[src/rtl/bru_pkg.sv]
package bru_pkg;
  localparam logic [1:0] KIND_NONE   = 2'd0;
  localparam logic [1:0] KIND_BRANCH = 2'd1;
  localparam logic [1:0] KIND_JAL    = 2'd2;
  localparam logic [1:0] KIND_JALR   = 2'd3;

  localparam logic [2:0] COND_EQ  = 3'd0;
  localparam logic [2:0] COND_NE  = 3'd1;
  localparam logic [2:0] COND_LT  = 3'd4;
  localparam logic [2:0] COND_GE  = 3'd5;
  localparam logic [2:0] COND_LTU = 3'd6;
  localparam logic [2:0] COND_GEU = 3'd7;
endpackage

[src/rtl/bru_compare.sv]
module bru_compare
  import bru_pkg::*;
#(
  parameter int XLEN = 32
) (
  input  logic [2:0]      cond,
  input  logic [XLEN-1:0] opa,
  input  logic [XLEN-1:0] opb,
  output logic            hit
);
  logic is_eq;
  logic lt_s;
  logic lt_u;

  always_comb begin
    is_eq = (opa == opb);
    lt_s  = ($signed(opa) < $signed(opb));
    lt_u  = (opa < opb);
    case (cond)
      COND_EQ:  hit = is_eq;
      COND_NE:  hit = !is_eq;
      COND_LT:  hit = lt_s;
      COND_GE:  hit = !lt_s;
      COND_LTU: hit = lt_u;
      COND_GEU: hit = !lt_u;
      default:  hit = 1'b0;
    endcase
  end
endmodule

[src/rtl/bru_target.sv]
module bru_target
  import bru_pkg::*;
#(
  parameter int XLEN   = 32,
  parameter int BOFF_W = 12,
  parameter int JOFF_W = 20
) (
  input  logic [1:0]        kind,
  input  logic [XLEN-1:0]   pc,
  input  logic [XLEN-1:0]   base,
  input  logic [JOFF_W-1:0] off,
  output logic [XLEN-1:0]   target,
  output logic [XLEN-1:0]   seq_pc
);
  localparam int BEXT = XLEN - BOFF_W;
  localparam int JEXT = XLEN - JOFF_W - 1;

  logic [XLEN-1:0] short_ext;
  logic [XLEN-1:0] long_ext;
  logic [XLEN-1:0] ind_sum;

  always_comb begin
    short_ext = {{BEXT{off[BOFF_W-1]}}, off[BOFF_W-1:0]};
    long_ext  = {{JEXT{off[JOFF_W-1]}}, off, 1'b0};
    seq_pc    = pc + XLEN'(4);
    ind_sum   = base + short_ext;
    case (kind)
      KIND_BRANCH: target = pc + short_ext;
      KIND_JAL:    target = pc + long_ext;
      KIND_JALR:   target = {ind_sum[XLEN-1:1], 1'b0};
      default:     target = seq_pc;
    endcase
  end
endmodule

[src/rtl/bru_predict.sv]
module bru_predict
  import bru_pkg::*;
#(
  parameter int XLEN = 32
) (
  input  logic [1:0]      kind,
  input  logic            off_sign,
  input  logic [XLEN-1:0] target,
  input  logic [XLEN-1:0] seq_pc,
  output logic            pred_taken,
  output logic [XLEN-1:0] pred_pc
);
  always_comb begin
    case (kind)
      KIND_BRANCH: pred_taken = off_sign;
      KIND_JAL:    pred_taken = 1'b1;
      default:     pred_taken = 1'b0;
    endcase
    pred_pc = pred_taken ? target : seq_pc;
  end
endmodule

[src/rtl/bru_unit.sv]
module bru_unit
  import bru_pkg::*;
#(
  parameter int XLEN   = 32,
  parameter int BOFF_W = 12,
  parameter int JOFF_W = 20,
  parameter int REG_W  = 5
) (
  input  logic              clk,
  input  logic              rst_n,
  input  logic [XLEN-1:0]   f_pc,
  input  logic [1:0]        f_kind,
  input  logic [JOFF_W-1:0] f_off,
  output logic              f_pred_taken,
  output logic [XLEN-1:0]   f_pred_pc,
  input  logic              x_valid,
  input  logic [1:0]        x_kind,
  input  logic [2:0]        x_cond,
  input  logic [XLEN-1:0]   x_pc,
  input  logic [JOFF_W-1:0] x_off,
  input  logic [XLEN-1:0]   x_rs1,
  input  logic [XLEN-1:0]   x_rs2,
  input  logic [REG_W-1:0]  x_rd,
  input  logic              x_pred_taken,
  output logic              o_mispredict,
  output logic [XLEN-1:0]   o_redirect_pc,
  output logic              o_taken,
  output logic              o_link_we,
  output logic [REG_W-1:0]  o_link_rd,
  output logic [XLEN-1:0]   o_link_val,
  output logic              o_misaligned
);
  localparam int SYNC_STAGES = 2;

  // reset release synchroniser
  logic [SYNC_STAGES-1:0] rst_pipe;
  logic                   rst_sync_n;

  always_ff @(posedge clk or negedge rst_n) begin
    if (!rst_n) rst_pipe <= '0;
    else        rst_pipe <= {rst_pipe[SYNC_STAGES-2:0], 1'b1};
  end
  assign rst_sync_n = rst_pipe[SYNC_STAGES-1];

  // fetch side
  logic [XLEN-1:0] f_target;
  logic [XLEN-1:0] f_seq;

  bru_target #(.XLEN(XLEN), .BOFF_W(BOFF_W), .JOFF_W(JOFF_W)) i_f_target (
    .kind(f_kind), .pc(f_pc), .base(f_pc), .off(f_off),
    .target(f_target), .seq_pc(f_seq)
  );

  bru_predict #(.XLEN(XLEN)) i_predict (
    .kind(f_kind), .off_sign(f_off[BOFF_W-1]), .target(f_target),
    .seq_pc(f_seq), .pred_taken(f_pred_taken), .pred_pc(f_pred_pc)
  );

  // a PC-relative jump is never guessed to fall through
  assert_jal_guessed_taken_R5: assert property (@(posedge clk) disable iff (!rst_sync_n)
    (f_kind == KIND_JAL) |-> f_pred_taken);

  // execute side
  logic [XLEN-1:0] x_target;
  logic [XLEN-1:0] x_seq;
  logic            cond_hit;

  bru_target #(.XLEN(XLEN), .BOFF_W(BOFF_W), .JOFF_W(JOFF_W)) i_x_target (
    .kind(x_kind), .pc(x_pc), .base(x_rs1), .off(x_off),
    .target(x_target), .seq_pc(x_seq)
  );

  bru_compare #(.XLEN(XLEN)) i_compare (
    .cond(x_cond), .opa(x_rs1), .opb(x_rs2), .hit(cond_hit)
  );

  logic            is_jump;
  logic            d_taken;
  logic            d_mispredict;
  logic            d_link_we;
  logic            d_misaligned;
  logic [XLEN-1:0] d_next_pc;

  always_comb begin
    is_jump      = (x_kind == KIND_JAL) || (x_kind == KIND_JALR);
    d_taken      = x_valid && (is_jump || ((x_kind == KIND_BRANCH) && cond_hit));
    d_next_pc    = d_taken ? x_target : x_seq;
    d_mispredict = x_valid && (d_taken != x_pred_taken);
    d_link_we    = x_valid && is_jump && (x_rd != '0);
    d_misaligned = d_taken && (x_target[1:0] != 2'b00);
  end

  always_ff @(posedge clk or negedge rst_sync_n) begin
    if (!rst_sync_n) begin
      o_mispredict  <= 1'b0;
      o_taken       <= 1'b0;
      o_link_we     <= 1'b0;
      o_misaligned  <= 1'b0;
      o_redirect_pc <= '0;
      o_link_rd     <= '0;
      o_link_val    <= '0;
    end else begin
      o_mispredict <= d_mispredict;
      o_taken      <= d_taken;
      o_link_we    <= d_link_we;
      o_misaligned <= d_misaligned;
      if (x_valid) begin
        o_redirect_pc <= d_next_pc;
        o_link_rd     <= x_rd;
        o_link_val    <= x_seq;
      end
    end
  end

  assert_link_not_zero_R7: assert property (@(posedge clk) disable iff (!rst_sync_n)
    o_link_we |-> (o_link_rd != '0));

  assert_link_value_R7: assert property (@(posedge clk) disable iff (!rst_sync_n)
    (x_valid && (x_kind == KIND_JAL || x_kind == KIND_JALR) && x_rd != '0)
    |=> (o_link_we && o_link_val == $past(x_pc) + XLEN'(4)));

  assert_idle_quiet_R10: assert property (@(posedge clk) disable iff (!rst_sync_n)
    !x_valid |=> (!o_mispredict && !o_link_we && !o_misaligned && $stable(o_redirect_pc)));

  assert_misaligned_taken_R9: assert property (@(posedge clk) disable iff (!rst_sync_n)
    o_misaligned |-> (o_taken && o_redirect_pc[1:0] != 2'b00));

  assert_indirect_even_R6: assert property (@(posedge clk) disable iff (!rst_sync_n)
    (x_valid && x_kind == KIND_JALR) |=> (o_taken && !o_redirect_pc[0]));
endmodule

[config.mk]
export PLATFORM = sky130hd
export DESIGN_NAME = bru_unit
export DESIGN_NICKNAME = d
export VERILOG_FILES = /design/src/rtl/bru_pkg.sv /design/src/rtl/bru_compare.sv /design/src/rtl/bru_target.sv /design/src/rtl/bru_predict.sv /design/src/rtl/bru_unit.sv
export SDC_FILE = /design/constraint.sdc
export NUM_CORES = 1
export LEC_CHECK = 0
export BUFFER_PORTS_ARGS = -buffer_cell sky130_fd_sc_hd__buf_4
export CAP_MARGIN = 10
export CORE_AREA = 2 2 155 157
export DETAILED_ROUTE_END_ITERATION = 7
export DIE_AREA = 0 0 157 159
export HOLD_SLACK_MARGIN = 0.03
export PLACE_DENSITY = 0.92
export SLEW_MARGIN = 20
export SYNTH_ARGS = -nofsm -noshare
export SYNTH_HDL_FRONTEND = slang
export SYNTH_SLANG_ARGS = --single-unit
[constraint.sdc]
create_clock -name clk -period 5 [get_ports clk]
set_input_delay 0.5 -clock clk [delete_from_list [all_inputs] [get_ports clk]]
set_output_delay 0.5 -clock clk [all_outputs]
set_load 0.03 [all_outputs]
# --- Yosys cells after proc, flatten, opt, wreduce, memory -nomap -nowiden ---
# Index checks and enable logic that the tools add are counted.
word_totals:
  ff_bits: 75
  latch_bits: 0
  ramBits: 0
  rom_bits: 0
  input_bits: 184
  output_inout_bits: 106
  word_cells: 50
  memories: 0
classes:
  addsub: 7
  n_mul: 0
  div_mod_pow: 0
  n_lt_le_gt_ge: 2
  eq_ne: 13
  n_shift: 0
  mux: 6
  n_bitwise: 0
  n_reduce_logical: 14
ops:
  columns: ["op", "n"]
  rows:
  - ["32-bit one-hot mux with 3 select lines", 2]
  - ["32-bit adder", 5]
  - ["32-bit by 3-bit adder with 32-bit output, second input constant", 2]
  - ["32-bit < comparator", 2]
  - ["32-bit two-way mux", 2]
  - ["32-bit equality test", 1]
  - ["3-bit equality test, second input constant", 4]
  - ["2-bit equality test, second input constant", 4]
  - ["1-bit logical AND", 6]
  - ["1-bit one-hot mux with 6 select lines", 1]
  - ["5-bit nonzero test", 1]
  - ["2-bit by 1-bit equality test with 1-bit output, second input constant", 2]
  - ["3-bit by 1-bit equality test with 1-bit output, second input constant", 1]
  - ["1-bit zero test", 3]
  - ["3-bit zero test", 1]
  - ["1-bit logical OR", 2]
  - ["1-bit one-hot mux with 2 select lines", 1]
  - ["2-bit nonzero test", 1]
  - ["1-bit inequality test", 1]

# --- Depth between registers and ports, before layout ---
logic_depth:
  depth_word: 8
  depth_mapped: 13
  depth_no_buf: 12

# --- Hierarchy ---
# From an unflattened synthesis, not the netlist that was laid out.
unflattened:
  hier_cells: 2142
  area_unflattened_um2: 16756.1
by_module_without_submodules:
  columns: ["mod", "instances", "cells_per_inst", "area_per_inst_um2", "seq_area_each_um2"]
  rows:
  - ["bru_target at i_f_target", 1, 870, 6124.6, 0.0]
  - ["bru_target at i_x_target", 1, 801, 6014.5, 0.0]
  - ["bru_unit", 1, 267, 3050.4, 1876.8]
  - ["bru_compare", 1, 120, 864.6, 0.0]
  - ["bru_predict", 1, 84, 701.9, 0.0]

# --- Worst setup path before layout ---
# OpenSTA, ideal clock, no wires.
synth_path:
  path_kind: "input to output"
  startpoint: "input f_pc[1]"
  endpoint: "output f_pred_pc[31]"
  arrival_time_ps: 3479
  t_required_ps: 4500
  setup_slack_ps: 1021
  cell_stages: 12
  path_buffers: 0
  path_cell_list: "ha_1 > fa_1 > a211o_1 > a2111oi_2 > and4b_1 > o2111ai_2 > a21oi_2 > a211oi_4 > o21ai_1 > o311ai_1 > o22ai_1 > a22oi_1"
synth_via:
  elab_chain_cells: 3
  elab_cells_between_ends: 5
  classes_between: "add/sub: 3; mux: 2"
synth_rtl:
  columns: ["item", "line_no", "text"]
  rows:
  - ["start, declared", "bru_unit.sv:11", "input logic [XLEN-1:0] f_pc,"]
  - ["32-bit by 3-bit adder with 32-bit output, or another cell as far along", "bru_target.sv:25", "seq_pc = pc + XLEN'(4);"]
  - ["32-bit one-hot mux with 3 select lines", "bru_target.sv:27", "case (kind)"]
  - ["32-bit two-way mux (*)", "bru_predict.sv:19", "pred_pc = pred_taken ? target : seq_pc;"]
  - ["end, declared", "bru_unit.sv:15", "output logic [XLEN-1:0] f_pred_pc,"]
# Every way passes the cells marked *; elsewhere a longest branch is shown, timed or not.

# --- Worst setup path in the final report ---
layout_path:
  startpoint: "input f_pc[1]"
  endpoint: "output f_pred_pc[29]"
# The elaborated chain is that of the path after synthesis.

==> results.md <==
| Metric | This run |
| --- | --- |
| Outcome | finished, final reports clean |
| Detailed route wirelength on metal3 | 3950 um |
| Total internal power | 1.93 mW |
| Mux contribution to synthesized area | 1.69% |
| Initial Util | 57.3% |
| Total GRT Usage | 34.5% |
| Horiz. Die Dim | 157 um |
| RSZ-0062 raised after global routing | no |
| Kind of start point of the critical path | input port |
| Buffer cell driving the clock tree root | sky130_fd_sc_hd__clkbuf_16 |
| EDFF count, synth | 0 |
| Total nets after synthesis | 2126 |
| Proportion of synthesized chip area in sequential cells | 14.1% |
| Switching power as a share of total power | 44.6% |
| Avg Cell Area, Syn | 7.60 um^2 |
| Count of nets after finishing | 2380 |
| Category of the most critical setup path | input port to output pin |
| Final TNS setup | 0 ns |
| Setup fix buffers added after clock tree synthesis | 0 |
| Final Worst Setup Slack | 0.638 ns |
| Placeable Area | 23200 um^2 |
| Top layer in use | met4 |
| Combinational group share of total power | 59.1% |
| Count of vias placed by the detailed router | 15100 |
| Number of CTS-inserted buffers | 9 |
| Vias in the first global route | 14300 |
| Number of design-rule violations left by the first detailed-router iteration | 1443 |
| Initial antenna violation count | 2 |
| CTS H-tree lvls | 3 |
| Most frequent cells after synthesis | sky130_fd_sc_hd__a21oi_1, sky130_fd_sc_hd__ha_1, sky130_fd_sc_hd__nand2_1 |
| Post-detailed-route wirelength per cell | 19.3 um |
| Cell repeated most along the worst path | sky130_fd_sc_hd__buf_4 |
| Most used flip-flop cell after synthesis | sky130_fd_sc_hd__dfrtp_1 |
| Clock latency reported for the late side of the worst-skew pair | 0.34 ns |
| Max capacitance violation total | 0 |
| Area share of the largest cell type after synthesis | 17.7% |
| Crit-path cells | buf_4, ha_1, fa_1, a211o_1, a2111oi_2, and4b_1, o2111ai_2, a21oi_2, a211oi_4, o21bai_1, a21oi_1, a31oi_1, a22oi_1, buf_4 |
| Flip-flop and latch count after synthesis | 75 |
| PostCTS Resize Cnt | 0 |
| Cell count after synthesis | 1749 |
| Clock Tree Buf Depth | 2 |
| Max Slew Vio Count | 0 |
| Count of different cell masters after synthesis | 89 |
| Worst IR drop on VDD | 0.213 mV |
| Cell type with the highest aggregate area in the netlist | sky130_fd_sc_hd__ha_1 |
| Simple-gate share of the synthesized area | 18.7% |
| Kind of end point of the critical path | output pin |
| Number of setup violations in the final report | 0 |
| Share of layout cells above drive strength 1 | 17.8% |
| Fraction of the mapped netlist area in adder cells | 18.4% |
| Share of the synthesized area in compound gates (AO/OA/AOI/OAI) | 31.1% |
| Parity-gate share of the synthesized area counting xor and xnor cells | 12.2% |
| Proportion of synthesized flip-flops having asynchronous set or reset | 100% |
| Startpoint of the most critical setup path | f_pc[1] |
| First-pass iteration count of the detailed router | 6 |
| M1 WL | 18200 um |
| Clock share of power | 19.6% |
| Layout fillers | 1913 |
| Biggest area contributors in the synthesized netlist | sky130_fd_sc_hd__ha_1, sky130_fd_sc_hd__dfrtp_1, sky130_fd_sc_hd__a21oi_1 |
| Register-to-register setup slack | 3.70 ns |
| Number of instances in the placed design | 2310 |
| Synthesis warning total | 0 |
| Hold Violations, Final | 0 |
| Detailed-routed wire length on met2 | 20800 um |
| CTS sink count | 75 |
| Sum of overflow across all layers after global routing | 0 |
| Sum of routed wire length over all layers | 45100 um |
| Slew at the pin closest to its max-slew limit | 0.938 ns |
| Summed instance area of the synthesized netlist | 13300 um^2 |
| Slowest stage cell on the critical path | sky130_fd_sc_hd__fa_1 |
| Utilization of the core after routing | 69.1% |
| Number of buffers inserted by port buffering | 289 |
| Maximum number of pins on one net before global-route repair | 86 |
| Area delta synth->final | 20.6% |
| Vias per cell | 6.49 |
| Residual antenna-violating net count after detailed routing | 0 |
| Share of the clock period used by the worst path after layout | 87.2% |
| Relative slew slack | 37.5% |
| Worst flop-to-flop path startpoint | o_redirect_pc[31] |
| Cell with the most instances after synthesis | sky130_fd_sc_hd__a21oi_1 |
| Sequential cell fraction of total power | 21.3% |
| DPL Wire Length | 35900 um |
| Tmin final | 4.36 ns |
| Required time reported for the critical path endpoint | 4.50 ns |
| CP peak stage delay | 0.43 ns |
| Total die area | 25000 um^2 |
| Clock-pin slew reported for the worst setup and hold paths after clock tree synthesis | 0.06 ns |
| Chip height | 159 um |
| Post-route DRC violation count | 0 |
| Dominant combinational cell family by area after synthesis | compound AO/OA/AOI/OAI gates |
| Worst-case setup slack after placement | 0.728 ns |
| Boundary Pins | 290 |
| Fmax achieved | 229 MHz |
| Final cell area excluding filler cells | 16000 um^2 |
| Power density relative to cell area | 217 nW/um^2 |
| Class of the tightest hold or removal check | flip-flop to flip-flop |
| Startpoint of the worst hold path | rst_pipe[0] |
| First-pass GRT wire length | 70700 um |
| Net switching component of the power | 1.55 mW |
| Finished Layout Cells | 2329 |
| Critical Path AT | 3.86 ns |
| Clock tree from TritonCTS | yes |
| Site row count | 56 |
| Global placer's final weighted congestion | 0.994 |
| Highest net fanout along the worst path | 4 |
| Static power due to leakage | 7.44 nW |
| Setup skew after layout | 0.00864 ns |
| Placed cell areas | 15700 um^2 |
[registers in the layout, indices dropped and copies added (netlist names)]
name	cells
o_link_val	32
o_redirect_pc	32
o_link_rd	5
rst_pipe	2
o_link_we	1
o_misaligned	1
o_mispredict	1
o_taken	1
[cell families (layout without fill, tap and decap cells)]
logic type | count (synthesis) | after routing
buffers and inverters | 132 | 391
DFF | 75 | 75
AOI/OAI and AO/OA | 628 | 628
and+or+nand+nor | 515 | 515
adders and majority gates | 193 | 193
other | 1 | 3
muxes | 20 | 20
xor gates and xnor gates | 185 | 185
[worst max-delay path, delay by kind of cell]
kind / cells / cell delay, ns
AOI/OAI and AO/OA: 9 / 2.05
adders and majority gates: 2 / 0.66
buffers and inverters: 2 / 0.34
and+or+nand+nor: 1 / 0.30
[final timing paths]
check | cells past startpoint | endpoint
min reg2reg | 0 | rst_pipe[1]
max | 14 | f_pred_pc[29]
min | 0 | rst_pipe[1]
max reg2reg | 5 | o_redirect_pc[31]
max in group asynchronous | 1 | o_redirect_pc[20]
min in group asynchronous | 1 | o_redirect_pc[8]
[metrics by stage]
step	total power, mW	hold slack (ns)
4_1_cts	3.44	0.356
3_3_place_gp	2.70	0.283
5_1_grt	3.67	0.366
3_5_place_dp	2.75	0.284
6_report	3.48	0.356
2_1_floorplan	2.09	0.204
[repair_timing]
item                                    CTS  global route
endpoints found under the setup margin    0             0
hold buffers                              1             0
endpoints found under the hold margin     2             0
[area by class of cell]
cell class	count	area (um^2)	share of cell area (%)
multi-input cells	1542	10900	68.1
repair buffers	297	2230	13.9
flip-flops and latches	75	1880	11.7
well taps	319	399	2.49
inverters	78	293	1.83
clock buffers	10	239	1.49
clock inverters	6	71.3	0.445
diodes	2	5.00	0.0312
[power groups by stage]
stage / clock, mW / combinational (mW) / sequential, mW
2_1_floorplan: 0 / 1.19 / 0.902
3_3_place_gp: 0 / 1.95 / 0.745
3_5_place_dp: 0 / 2.00 / 0.749
4_1_cts: 0.681 / 2.02 / 0.741
5_1_grt: 0.711 / 2.21 / 0.748
6_report: 0.682 / 2.05 / 0.741
[placed cells by master, fill, tap and decap left out, types with 12 or more instances in the layout]
cell,instances
sky130_fd_sc_hd__nand2b_1,15
sky130_fd_sc_hd__xor2_1,89
sky130_fd_sc_hd__ha_1,188
sky130_fd_sc_hd__a221oi_1,26
sky130_fd_sc_hd__o31ai_1,13
sky130_fd_sc_hd__nand2_1,148
sky130_fd_sc_hd__nor3_1,32
sky130_fd_sc_hd__nand4_1,33
sky130_fd_sc_hd__a21o_1,67
sky130_fd_sc_hd__nand3_1,53
sky130_fd_sc_hd__o22ai_1,18
sky130_fd_sc_hd__a211oi_1,16
sky130_fd_sc_hd__xnor2_1,96
sky130_fd_sc_hd__inv_1,76
sky130_fd_sc_hd__a31oi_1,22
sky130_fd_sc_hd__and3_1,22
sky130_fd_sc_hd__o211ai_1,14
sky130_fd_sc_hd__nor2_1,132
sky130_fd_sc_hd__o21a_1,18
sky130_fd_sc_hd__o21ai_1,16
sky130_fd_sc_hd__o21ai_0,101
sky130_fd_sc_hd__dfrtp_1,74
sky130_fd_sc_hd__and2_1,14
sky130_fd_sc_hd__a21oi_1,194
sky130_fd_sc_hd__buf_4,296
sky130_fd_sc_hd__o221ai_1,12
[metal layers]
layer  GRT usage, %  vias to the layer above
li1               -                     7091
met1           44.4                     6983
met2           56.8                      885
met3           4.11                      163
met4           17.1                        0
met5              0                        -
Power figures use the tool's default switching activity.
